### config.mk
export PLATFORM = sky130hd
export DESIGN_NAME = rtc_subsec_core
export DESIGN_NICKNAME = d
export VERILOG_FILES = /design/src/rtl/rtc_ss_pkg.sv /design/src/rtl/ss_cfg_regs.sv /design/src/rtl/ss_down_counter.sv /design/src/rtl/ss_sec_tick.sv /design/src/rtl/rtc_subsec_core.sv
export SDC_FILE = /design/constraint.sdc
export NUM_CORES = 1
export LEC_CHECK = 0
export BUFFER_PORTS_ARGS = -buffer_cell sky130_fd_sc_hd__buf_2
export CAP_MARGIN = 0
export CORE_ASPECT_RATIO = 0.6
export CORE_MARGIN = 3
export CORE_UTILIZATION = 50
export CTS_BUF_LIST = sky130_fd_sc_hd__clkbuf_8
export DETAILED_ROUTE_END_ITERATION = 12
export PLACE_DENSITY = 0.79
export SYNTH_ARGS = -nofsm -noshare
export SYNTH_HDL_FRONTEND = slang
export SYNTH_HIERARCHICAL = 1
export SYNTH_SLANG_ARGS = --single-unit
### constraint.sdc
create_clock -name clk -period 2.9 [get_ports clk]
set_input_delay 0.435 -clock clk [delete_from_list [all_inputs] [get_ports clk]]
set_output_delay 0.435 -clock clk [all_outputs]
set_load 0.02 [all_outputs]
### src/rtl/rtc_ss_pkg.sv
package rtc_ss_pkg;
  typedef enum logic [1:0] {
    SS_BCD   = 2'd0,
    SS_BIN   = 2'd1,
    SS_MIX_A = 2'd2,
    SS_MIX_B = 2'd3
  } ss_mode_e;

  function automatic logic ss_is_mixed(input ss_mode_e m);
    return m[1];
  endfunction
endpackage

### src/rtl/ss_cfg_regs.sv
module ss_cfg_regs
  import rtc_ss_pkg::*;
#(
  parameter int CNT_W = 32,
  parameter int SEL_W = 3
) (
  input  logic             clk,
  input  logic             rst,
  input  logic             init_mode,
  input  logic             cfg_we,
  input  logic [1:0]       cfg_mode,
  input  logic [SEL_W-1:0] cfg_sel,
  input  logic [CNT_W-1:0] cfg_presc,
  output ss_mode_e         mode_q,
  output logic [SEL_W-1:0] sel_q,
  output logic [CNT_W-1:0] presc_q
);
  logic wr_ok;
  assign wr_ok = init_mode && cfg_we;

  always_ff @(posedge clk) begin
    if (rst) begin
      mode_q  <= SS_BCD;
      sel_q   <= '0;
      presc_q <= '0;
    end else if (wr_ok) begin
      mode_q  <= ss_mode_e'(cfg_mode);
      sel_q   <= cfg_sel;
      presc_q <= cfg_presc;
    end
  end

  AST_CFG_LOCKED: assert property (@(posedge clk) disable iff (rst)
    !init_mode |=> ($stable(mode_q) && $stable(sel_q) && $stable(presc_q)));
endmodule

### src/rtl/ss_down_counter.sv
module ss_down_counter #(
  parameter int CNT_W = 32
) (
  input  logic             clk,
  input  logic             rst,
  input  logic             init_mode,
  input  logic             tick_en,
  input  logic             load_we,
  input  logic [CNT_W-1:0] load_val,
  input  logic             reload_mode,
  input  logic [CNT_W-1:0] presc,
  output logic             step,
  output logic             at_zero,
  output logic [CNT_W-1:0] cnt_nxt,
  output logic [CNT_W-1:0] cnt_q
);
  localparam logic [CNT_W-1:0] ONE = {{(CNT_W-1){1'b0}}, 1'b1};

  assign step    = !init_mode && tick_en;
  assign at_zero = (cnt_q == '0);

  always_comb begin
    cnt_nxt = cnt_q;
    if (init_mode) begin
      if (load_we) cnt_nxt = load_val;
    end else if (tick_en) begin
      if (reload_mode && at_zero) cnt_nxt = presc;
      else                        cnt_nxt = cnt_q - ONE;
    end
  end

  always_ff @(posedge clk) begin
    if (rst) cnt_q <= '0;
    else     cnt_q <= cnt_nxt;
  end

  AST_FROZEN_IN_INIT: assert property (@(posedge clk) disable iff (rst)
    (init_mode && !load_we) |=> $stable(cnt_q));
  AST_DECREMENT: assert property (@(posedge clk) disable iff (rst)
    (!init_mode && tick_en && !reload_mode) |=> (cnt_q == $past(cnt_q) - ONE));
  AST_IDLE_HOLD: assert property (@(posedge clk) disable iff (rst)
    (!init_mode && !tick_en) |=> $stable(cnt_q));
endmodule

### src/rtl/ss_sec_tick.sv
module ss_sec_tick
  import rtc_ss_pkg::*;
#(
  parameter int CNT_W  = 32,
  parameter int SEL_W  = 3,
  parameter int BASE_W = 8
) (
  input  logic             clk,
  input  logic             rst,
  input  logic             step,
  input  logic             at_zero,
  input  ss_mode_e         mode,
  input  logic [SEL_W-1:0] sel,
  input  logic [CNT_W-1:0] cnt_nxt,
  input  logic [CNT_W-1:0] cnt_q,
  output logic             sec_pulse
);
  localparam int N_WIN = 1 << SEL_W;

  logic [CNT_W-1:0] win_mask [N_WIN];

  genvar k;
  generate
    for (k = 0; k < N_WIN; k++) begin : g_win
      assign win_mask[k] = {CNT_W{1'b1}} >> (CNT_W - BASE_W - k);
    end
  endgenerate

  logic [CNT_W-1:0] cur_mask;
  logic             fire;
  assign cur_mask = win_mask[sel];

  always_comb begin
    fire = 1'b0;
    if (step) begin
      unique case (mode)
        SS_BCD:           fire = at_zero;
        SS_BIN:           fire = 1'b0;
        SS_MIX_A, SS_MIX_B: fire = ((cnt_nxt & cur_mask) == '0);
        default:          fire = 1'b0;
      endcase
    end
  end

  always_ff @(posedge clk) begin
    if (rst) sec_pulse <= 1'b0;
    else     sec_pulse <= fire;
  end

  AST_BIN_SILENT: assert property (@(posedge clk) disable iff (rst)
    (mode == SS_BIN) |-> !sec_pulse);
  AST_PULSE_AFTER_STEP: assert property (@(posedge clk) disable iff (rst)
    !step |=> !sec_pulse);
  AST_PULSE_ONE_WIDE: assert property (@(posedge clk) disable iff (rst)
    (sec_pulse && ss_is_mixed(mode)) |=> !sec_pulse);
  AST_MIX_WINDOW: assert property (@(posedge clk) disable iff (rst)
    (sec_pulse && ss_is_mixed(mode)) |-> ((cnt_q & cur_mask) == '0));
endmodule

### src/rtl/rtc_subsec_core.sv
module rtc_subsec_core
  import rtc_ss_pkg::*;
#(
  parameter int CNT_W  = 32,
  parameter int SEL_W  = 3,
  parameter int BASE_W = 8
) (
  input  logic             clk,
  input  logic             rst,
  input  logic             tick_en,
  input  logic             init_mode,
  input  logic             cfg_we,
  input  logic [1:0]       cfg_mode,
  input  logic [SEL_W-1:0] cfg_sel,
  input  logic [CNT_W-1:0] cfg_presc,
  input  logic             load_we,
  input  logic [CNT_W-1:0] load_val,
  output logic [CNT_W-1:0] ss_count,
  output logic             sec_pulse
);
  ss_mode_e         mode_q;
  logic [SEL_W-1:0] sel_q;
  logic [CNT_W-1:0] presc_q;
  logic             step;
  logic             at_zero;
  logic [CNT_W-1:0] cnt_nxt;
  logic [CNT_W-1:0] cnt_q;

  ss_cfg_regs #(.CNT_W(CNT_W), .SEL_W(SEL_W)) u_cfg (
    .clk(clk), .rst(rst), .init_mode(init_mode), .cfg_we(cfg_we),
    .cfg_mode(cfg_mode), .cfg_sel(cfg_sel), .cfg_presc(cfg_presc),
    .mode_q(mode_q), .sel_q(sel_q), .presc_q(presc_q)
  );

  ss_down_counter #(.CNT_W(CNT_W)) u_cnt (
    .clk(clk), .rst(rst), .init_mode(init_mode), .tick_en(tick_en),
    .load_we(load_we), .load_val(load_val),
    .reload_mode(mode_q == SS_BCD), .presc(presc_q),
    .step(step), .at_zero(at_zero), .cnt_nxt(cnt_nxt), .cnt_q(cnt_q)
  );

  ss_sec_tick #(.CNT_W(CNT_W), .SEL_W(SEL_W), .BASE_W(BASE_W)) u_tick (
    .clk(clk), .rst(rst), .step(step), .at_zero(at_zero), .mode(mode_q),
    .sel(sel_q), .cnt_nxt(cnt_nxt), .cnt_q(cnt_q), .sec_pulse(sec_pulse)
  );

  assign ss_count = cnt_q;

  AST_INIT_NO_PULSE: assert property (@(posedge clk) disable iff (rst)
    init_mode |=> !sec_pulse);
endmodule

# Word-level counts from Yosys, hierarchy flattened
# Memory sizes are Yosys's and may differ from the RTL's.
# Cells that the tools add are included.
[op_classes]
n_addsub = 1
n_lt_le_gt_ge = 1
n_eq_ne = 3
muxes = 7
n_bitwise = 3
reduce_logical = 9
[op_table]
columns = ["operator", "count"]
rows = [
  ["$mux W32", 6],
  ["$logic_not A32 Y1", 2],
  ["$and A32 B32 Y32", 1],
  ["$sub A32 B1 Y32 const B", 1],
  ["$eq A2 B2 Y1 const B", 2],
  ["$ge A4 B4 Y1 const B", 1],
  ["$not A3 Y4", 1],
  ["$reduce_or A2 Y1", 2],
  ["$logic_and A1 B1 Y1", 3],
  ["$pmux W1 S3", 1],
  ["$eq A2 B1 Y1 const B", 1],
  ["$logic_not A2 Y1", 1],
  ["$logic_not A1 Y1", 1],
  ["$not A1 Y1", 1],
]
[word_totals]
register_bits = 70
rom_bits = 256
inputBits = 75
output_inout_bits = 33
wordCells = 30
memories = 1
[mem_list]
columns = ["memory", "depth", "word_bits", "read_ports", "rd_clocked_by_memory_dff", "write_ports", "line_no", "rtl"]
rows = [
  ["(no name shown)", 8, 32, 1, 0, 0, "ss_sec_tick.sv:31", "assign cur_mask = win_mask[sel];"],
]

# Logic depth before layout (Yosys ltp)
# Gate-level depths: netlist (run 1).
[logic_depth]
depth_word = 8
mapped_depth = 12
depth_no_buf = 10

# Cells and area by module
# The synthesis (run 1) kept the hierarchy.
[modules_own_cells]
columns = ["module", "n_inst", "cells_each", "area_per_inst_um2", "seq_area_each_um2"]
rows = [
  ["ss_down_counter", 1, 364, 2787.7, 640.6],
  ["ss_cfg_regs", 1, 168, 1717.9, 740.7],
  ["ss_sec_tick", 1, 15, 121.4, 20.0],
  ["rtc_subsec_core", 1, 1, 3.8, 0.0],
]

# Worst setup path after synthesis (run 1)
# OpenSTA, ideal clock, no wires.
[synth_timing]
kind = "reg-to-reg"
startpoint = "register u_cnt.cnt_q[29]"
endpoint = "register u_tick.sec_pulse"
setup_time_ns = 0.087
arrival_ns = 2.577
required_time_ns = 2.813
setup_slack_ns = 0.236
stages_incl_launch_ff = 10
path_buffers = 2
synth_period_minus_slack_ns = 2.664
cell_sequence = "dfxtp_1 or4_4 or3_1 buf_6 buf_6 nor4_1 o21ai_1 o41ai_2 nand4_1 o31ai_1"
[synth_via]
elab_chain_len = 8
word_cells_on_any_way = 10
cone_classes = "add/sub (1); mux (5); bitwise (1); reduce/logical (3)"
[synth_rtl]
columns = ["item", "line_no", "rtl"]
rows = [
  ["start, declared", "ss_down_counter.sv:15", "output logic [CNT_W-1:0] cnt_q"],
  ["start signal, assigned", "ss_down_counter.sv:34", "else cnt_q <= cnt_nxt;"],
  ["$logic_not A32 Y1", "ss_down_counter.sv:20", "assign at_zero = (cnt_q == '0);"],
  ["$logic_and A1 B1 Y1", "ss_down_counter.sv:27", "if (reload_mode && at_zero) cnt_nxt = presc;"],
  ["$mux W32", "ss_down_counter.sv:27", ""],
  ["$mux W32", "ss_down_counter.sv:26", "end else if (tick_en) begin"],
  ["$mux W32", "ss_down_counter.sv:24", "if (init_mode) begin"],
  ["via cnt_nxt[8]", "rtc_subsec_core.sv:26", "logic [CNT_W-1:0] cnt_nxt;"],
  ["$and A32 B32 Y32", "ss_sec_tick.sv:39", "SS_MIX_A, SS_MIX_B: fire = ((cnt_nxt & cur_mask) == '0);"],
  ["$logic_not A32 Y1", "ss_sec_tick.sv:39", ""],
  ["$pmux W1 S3", "ss_sec_tick.sv:36", "unique case (mode)"],
  ["end signal, assigned", "ss_sec_tick.sv:47", "else sec_pulse <= fire;"],
  ["end, declared", "ss_sec_tick.sv:16", "output logic sec_pulse"],
]
# The timed path passes the listed nets, and every way through them passes these cells.
# A chain may end at the register's enable or synchronous reset.

# Final worst setup path (run 1)
[layout_timing]
startpoint = "register u_cnt.cnt_q[30]"
endpoint = "register u_tick.sec_pulse"
# The elaborated chain is that of the path after synthesis.

==> flow_summary.yaml, run 1 <==
floorplan:
  ios: 108
  dieWidth_um: 129
  fp.coreArea_um2: 8650
  die_h_um: 79.7
  num_rows: 26
  initial_utilization_pct: 52.3
  dieArea_um2: 10300
grt:
  antenna_found_initial: 0
  grt_pass1_wl_um: 25500
  grt_max_degree: 77
  grt_pass1_vias: 4512
  grt_usage_pct: 32.5
  grt-ovfl-total: 0
sta:
  min_period_ps: 2830
  worst_pin_slew_ps: 824
  slew_violations: 0
  relSlewSlack_pct: 44.7
  tns_ps: 0
  fin_worst_skew_ps: 14.4
  finalHoldViolations: 0
  max_freq_mhz: 353
  finalSetupViolCount: 0
  fin_crit_sh_pct: 97.8
  rsz0062_at_grt: "false"
detailed_routing:
  routedWlPerCell_um: 21.5
  drt-pass1-iter-count: 5
  postRouteAntennaNets: 0
  dr_total_vias: 5005
  vias_per_cell: 6.39
  routed_wirelength_um: 16900
  drt_iter0_markers: 706
  drc: 0
pwr:
  combPwrFrac_pct: 33.2
  p_leak_nw: 2.31
  switchingPower_mw: 1.06
  seq_power_share_pct: 36.5
  powerDensity_nw_per_um2: 521
  ir_drop_uv: 380
  p_clk_share_pct: 30.3
  switching_share_pct: 35.8
  p_int_mw: 1.90
  p_total_mw: 2.96
clock_network:
  clock_sinks: 70
  clkLatencyLatePin_ps: 360
  h-tree-depth: 3
  numCtsBuffers: 9
  clk_pin_slew_worst_paths_ps: 90
  clock_path_buffers: 2
  cts_tree: "yes"
  cts-root-buf: "clkbuf_8"
setup_path:
  crit_type: "register to register"
  critPathArrivalTime_ps: 3100
  worstPathMaxFanout: 7
  startpoint_type: "register"
  path_cells: "or4_4, or3_4, buf_4, nor4_1, o31ai_1, o21ai_0, a21boi_0, o31ai_1"
  end_kind: "register"
  crit_path_frequent_cell: "o31ai_1"
  r2r_slack_ps: 70
  worstPathRequired_ps: 3170
  slowest_stage: "or4_4"
  max_stage_delay_ps: 540
place:
  portBuffers: 107
  dp_hpwl_um: 12800
  place_congestion: 1.04
  placed_area_um2: 5400
  dp_cells: 764
finish:
  stdcell_area_um2: 5670
  diodes: 0
  drive_above_1_share_pct: 35.8
  final_nets: 742
  syn2layout_area_growth_pct: 25.4
  fin_cells: 783
run:
  maxCapViolations: 0
logic_synthesis:
  syn_avg_cell_area_um2: 8.57
  yosysWarnings: 6
  synth_nets: 604
  netlist_instances: 528
  syn-cell-area_um2: 4520
outcome:
  status: "completed"
worst_hold_path:
  min_path_type: "input pin to register"
-- area by class of cell --
class                      instances  area, um^2
multi-input combinational        401        2830
clock buffer                       9         124
inverter                          10        37.5
clock inverter                     7        97.6
tap                              112         140
sequential                        70        1400
fill                             759        2980
timing repair buffer             174        1040
-- cell usage in the layout, fill, tap and decap left out, drive strengths merged, types with 9 or more instances in the layout --
cell type and count:
a21bo 37, a21oi 45, a22oi 9, a31oi 11, buf 174, clkbuf 9, dfxtp 70, inv 11
mux2i 9, nand2 19, nand3 51, nand4 11, nor2 31, nor3 24, nor4 26, o21ai 16
o22ai 9, o31ai 10
-- layer usage --
| metal | track usage, % | vias up | routed length [um] |
|---|---|---|---|
| met2 | 43.0 | 354 | 6530 |
| met4 | 7.55 | 0 | 251 |
| met5 | 0 | - | 0 |
| met3 | 14.4 | 28 | 2510 |
| met1 | 47.6 | 2329 | 7560 |
| li1 | - | 2294 | - |
-- power by group through the flow --
stage,sequential [mW],clock (mW),combinational [mW]
floorplan,1.14,0,0.531
global placement,1.10,0,0.921
detailed placement,1.10,0,0.924
CTS,1.08,0.900,0.928
global route,1.09,0.951,1.03
finish,1.08,0.895,0.981
-- sequential cells by signal, indices dropped and copies added, names as in the netlist --
| signal | flops |
|---|---|
| u_cnt/cnt_q | 32 |
| u_cfg/sel_q | 3 |
| u_cfg/presc_q | 32 |
| u_cfg/mode_q | 2 |
| u_tick/sec_pulse | 1 |
-- critical path, delay by kind of cell, from the launching register on --
kind,cells,cell delay [ps]
and+or+nand+nor,3,1380
AOI/OAI and AO/OA,4,780
DFF,1,380
buffers and inverters,1,190
-- per-stage QoR --
step,hold WS [ps],worst slack [ps],utilization [%]
global route,311,1.68,65.6
floorplan,474,248,-
global placement,553,102,62.4
detailed placement,569,43.8,62.4
finish,330,65.1,65.6
CTS,320,16.5,65.0
-- worst paths after layout --
path                         start  cells past startpoint           endpoint
setup / recovery   u_cnt/cnt_q[30]                      8   u_tick/sec_pulse
hold / removal       cfg_presc[27]                      3  u_cfg/presc_q[27]
setup reg to reg   u_cnt/cnt_q[30]                      8   u_tick/sec_pulse
hold reg to reg   u_cfg/presc_q[0]                      2     u_cnt/cnt_q[0]
-- what timing repair did --
item / in CTS / in global routing
endpoints found under the hold margin: 0 / 0
hold buffers: 0 / 0
buffers inserted: 0 / 3
resized for setup: 0 / 5
endpoints found under the setup margin: 0 / 1
(Power assumes the default switching activity.)
==> inputs of run 2 (changes only) <==
--- a/config.mk
+++ b/config.mk
@@ -12,8 +12,7 @@
 export CORE_UTILIZATION = 50
 export CTS_BUF_LIST = sky130_fd_sc_hd__clkbuf_8
 export DETAILED_ROUTE_END_ITERATION = 12
-export PLACE_DENSITY = 0.79
+export PLACE_DENSITY = 0.81
 export SYNTH_ARGS = -nofsm -noshare
 export SYNTH_HDL_FRONTEND = slang
-export SYNTH_HIERARCHICAL = 1
 export SYNTH_SLANG_ARGS = --single-unit
==> run 2 against run 1 <==
  * Combinational power decreased by 27%
  * Fmax increased by 3.2%
  * Via count decreased by 14%
  * Non-clock buffer count decreased by 44
  * Count of clock-buffer cells in the layout unchanged
  * Sequential cell count unchanged
  * Cell count decreased by 8.7%
==> flow_summary.yaml, run 2 <==
logic_synthesis:
  synth_top_area_share_pct: 36.0
  synth_edf_count: 0
  synthFlopType: "dfxtp_1"
  post-synth-top-count-cell: "nand2_1"
  netlist_instances: 502
  async_reset_ff_share_pct: 0
  synth.area.top_cells: "dfxtp_1, nand2_1, a21oi_1"
  syn_avg_cell_area_um2: 7.76
  yosysWarnings: 0
  synth_seq_cells: 70
  synth_cell_types: 58
  syn-cell-area_um2: 3900
  ys_top_cells_by_count: "nand2_1, dfxtp_1, nor2_1"
  synth_nets: 579
  ys_seq_area_share_pct: 36.0
  synth_area_leader_cell: "dfxtp_1"
pwr:
  powerDensity_nw_per_um2: 546
  ir_drop_uv: 274
  p_leak_nw: 1.98
finish:
  final_cell_mix: "buf_2, nand2_1, dfxtp_1"
  diodes: 0
  layout_commonest_cell: "buf_2"
  drive_above_1_share_pct: 28.3
  syn2layout_area_growth_pct: 23.4
  final_nets: 683
  post-route-util_pct: 64.8
  fin_cells: 715
  largestRegisters: "u_cfg.presc_q x32, u_cnt.cnt_q x32, u_cfg.sel_q x3"
sta:
  worst_pin_slew_ps: 730
  min_period_ps: 2750
  fin_crit_sh_pct: 94.8
  fin_ws_ps: 152
  tns_ps: 0
  fin_worst_skew_ps: 11.1
  max_freq_mhz: 364
  finalHoldViolations: 0
  finalSetupViolCount: 0
  timing.hold.ws_ps: 299
  slew_violations: 0
  relSlewSlack_pct: 51.3
clock_network:
  numCtsBuffers: 9
  cts_setup_buffers: 0
  clock_sinks: 70
  h-tree-depth: 3
  cts_tree: "yes"
  clk_pin_slew_worst_paths_ps: 80
  clkLatencyLatePin_ps: 370
  cts-root-buf: "clkbuf_8"
  clock_path_buffers: 2
setup_path:
  critical-path-top-delay-family: "simple AND/OR/NAND/NOR gates"
  worst-r2r-cell-count: 8
  crit_buf_inv: 0
  max_stage_delay_ps: 560
  critPathArrivalTime_ps: 3010
  crit_type: "register to register"
  end_kind: "register"
  slowest_stage: "nor4_2"
  worstPathMaxFanout: 6
  worstPathRequired_ps: 3160
  startpoint_type: "register"
  path_cells: "nor4_2, nand4_4, nor3_4, o32ai_1, or3_4, o32ai_2, a211oi_1, a32o_1"
  cp_num_cells: 8
grt:
  grt_max_degree: 70
  antenna_found_initial: 0
  grt_usage_pct: 30.1
  grt_pass1_wl_um: 20700
  grt_pass1_vias: 3878
  grt-ovfl-total: 0
floorplan:
  fp.coreArea_um2: 7420
  dieWidth_um: 120
  ios: 108
  initial_utilization_pct: 52.5
  num_rows: 24
  die_h_um: 74.4
  dieArea_um2: 8930
detailed_routing:
  dr_total_vias: 4292
  vias_per_cell: 6.00
  routed_wirelength_um: 13300
  drt-pass1-iter-count: 7
  drt_iter0_markers: 633
  postRouteAntennaNets: 0
  routedWlPerCell_um: 18.6
  drc: 0
outcome:
  status: "completed"
place:
  post-place-ws_ps: 175
  portBuffers: 107
  dp_hpwl_um: 10000
  dp_cells: 699
  place_congestion: 0.982
run:
  maxCapViolations: 0
worst_hold_path:
  min_path_type: "input pin to register"
  holdPathStages: 3
run 2: routing by layer:
metal  wire length, um  vias to the layer above  share of wire (%)  GRT usage, %
met3              1720                       21                 13          11.6
met2              5360                      249                 40          40.7
met5                 0                        -                  0             0
met4               144                        0                1.1          6.98
li1                  -                     2011                  -             -
met1              6080                     2011                 46          44.7
run 2: report_power, final:
part           internal (mW)  switching, mW
combinational          0.287          0.428
sequential              1.02         0.0866
clock                  0.398          0.406
run 2: area by class of cell:
cell class                 instances  area [um^2]
fill                             674         2610
multi-input combinational        390         2350
sequential                        70         1400
timing repair buffer             130          708
tap                              104          130
clock buffer                       9          124
clock inverter                     7         73.8
inverter                           5         18.8
run 2: kinds of logic after synthesis:
group / Yosys count / synth area share [%]
AO/OA/AOI/OAI: 121 / 20.8
XOR/XNOR: 18 / 4.04
adder cells (fa/ha/maj): 2 / 0.642
buffers and inverters: 42 / 4.11
flip-flops: 70 / 36.0
multiplexers: 14 / 3.69
AND/OR/NAND/NOR: 235 / 30.8
run 2: what timing repair did:
action / in CTS / in global routing
endpoints found under the setup margin: 0 / 5
gates resized for setup: 0 / 3
hold buffers: 0 / 0
run 2: worst reg2reg max path, stage by stage, from the launching register on:
cell and delay (ps):
dfxtp_1 370, nor4_2 560, nand4_4 220, nor3_4 320, o32ai_1 130, or3_4 410
o32ai_2 300, a211oi_1 80, a32o_1 260
run 2: final timing paths:
kind                          from  slack (ps)                 to
hold reg to reg   u_cfg.presc_q[4]         460   u_cfg.presc_q[4]
setup / recovery   u_cnt.cnt_q[27]         150   u_tick.sec_pulse
setup reg to reg   u_cnt.cnt_q[27]         150   u_tick.sec_pulse
hold / removal       cfg_presc[15]         300  u_cfg.presc_q[15]
run 2: stage by stage:
step / power [mW] / instance area, um^2
floorplan: 1.57 / 3900
global placement: 1.80 / 4590
detailed placement: 1.82 / 4590
CTS: 2.62 / 4790
global route: 2.75 / 4810
finish: 2.63 / 4810
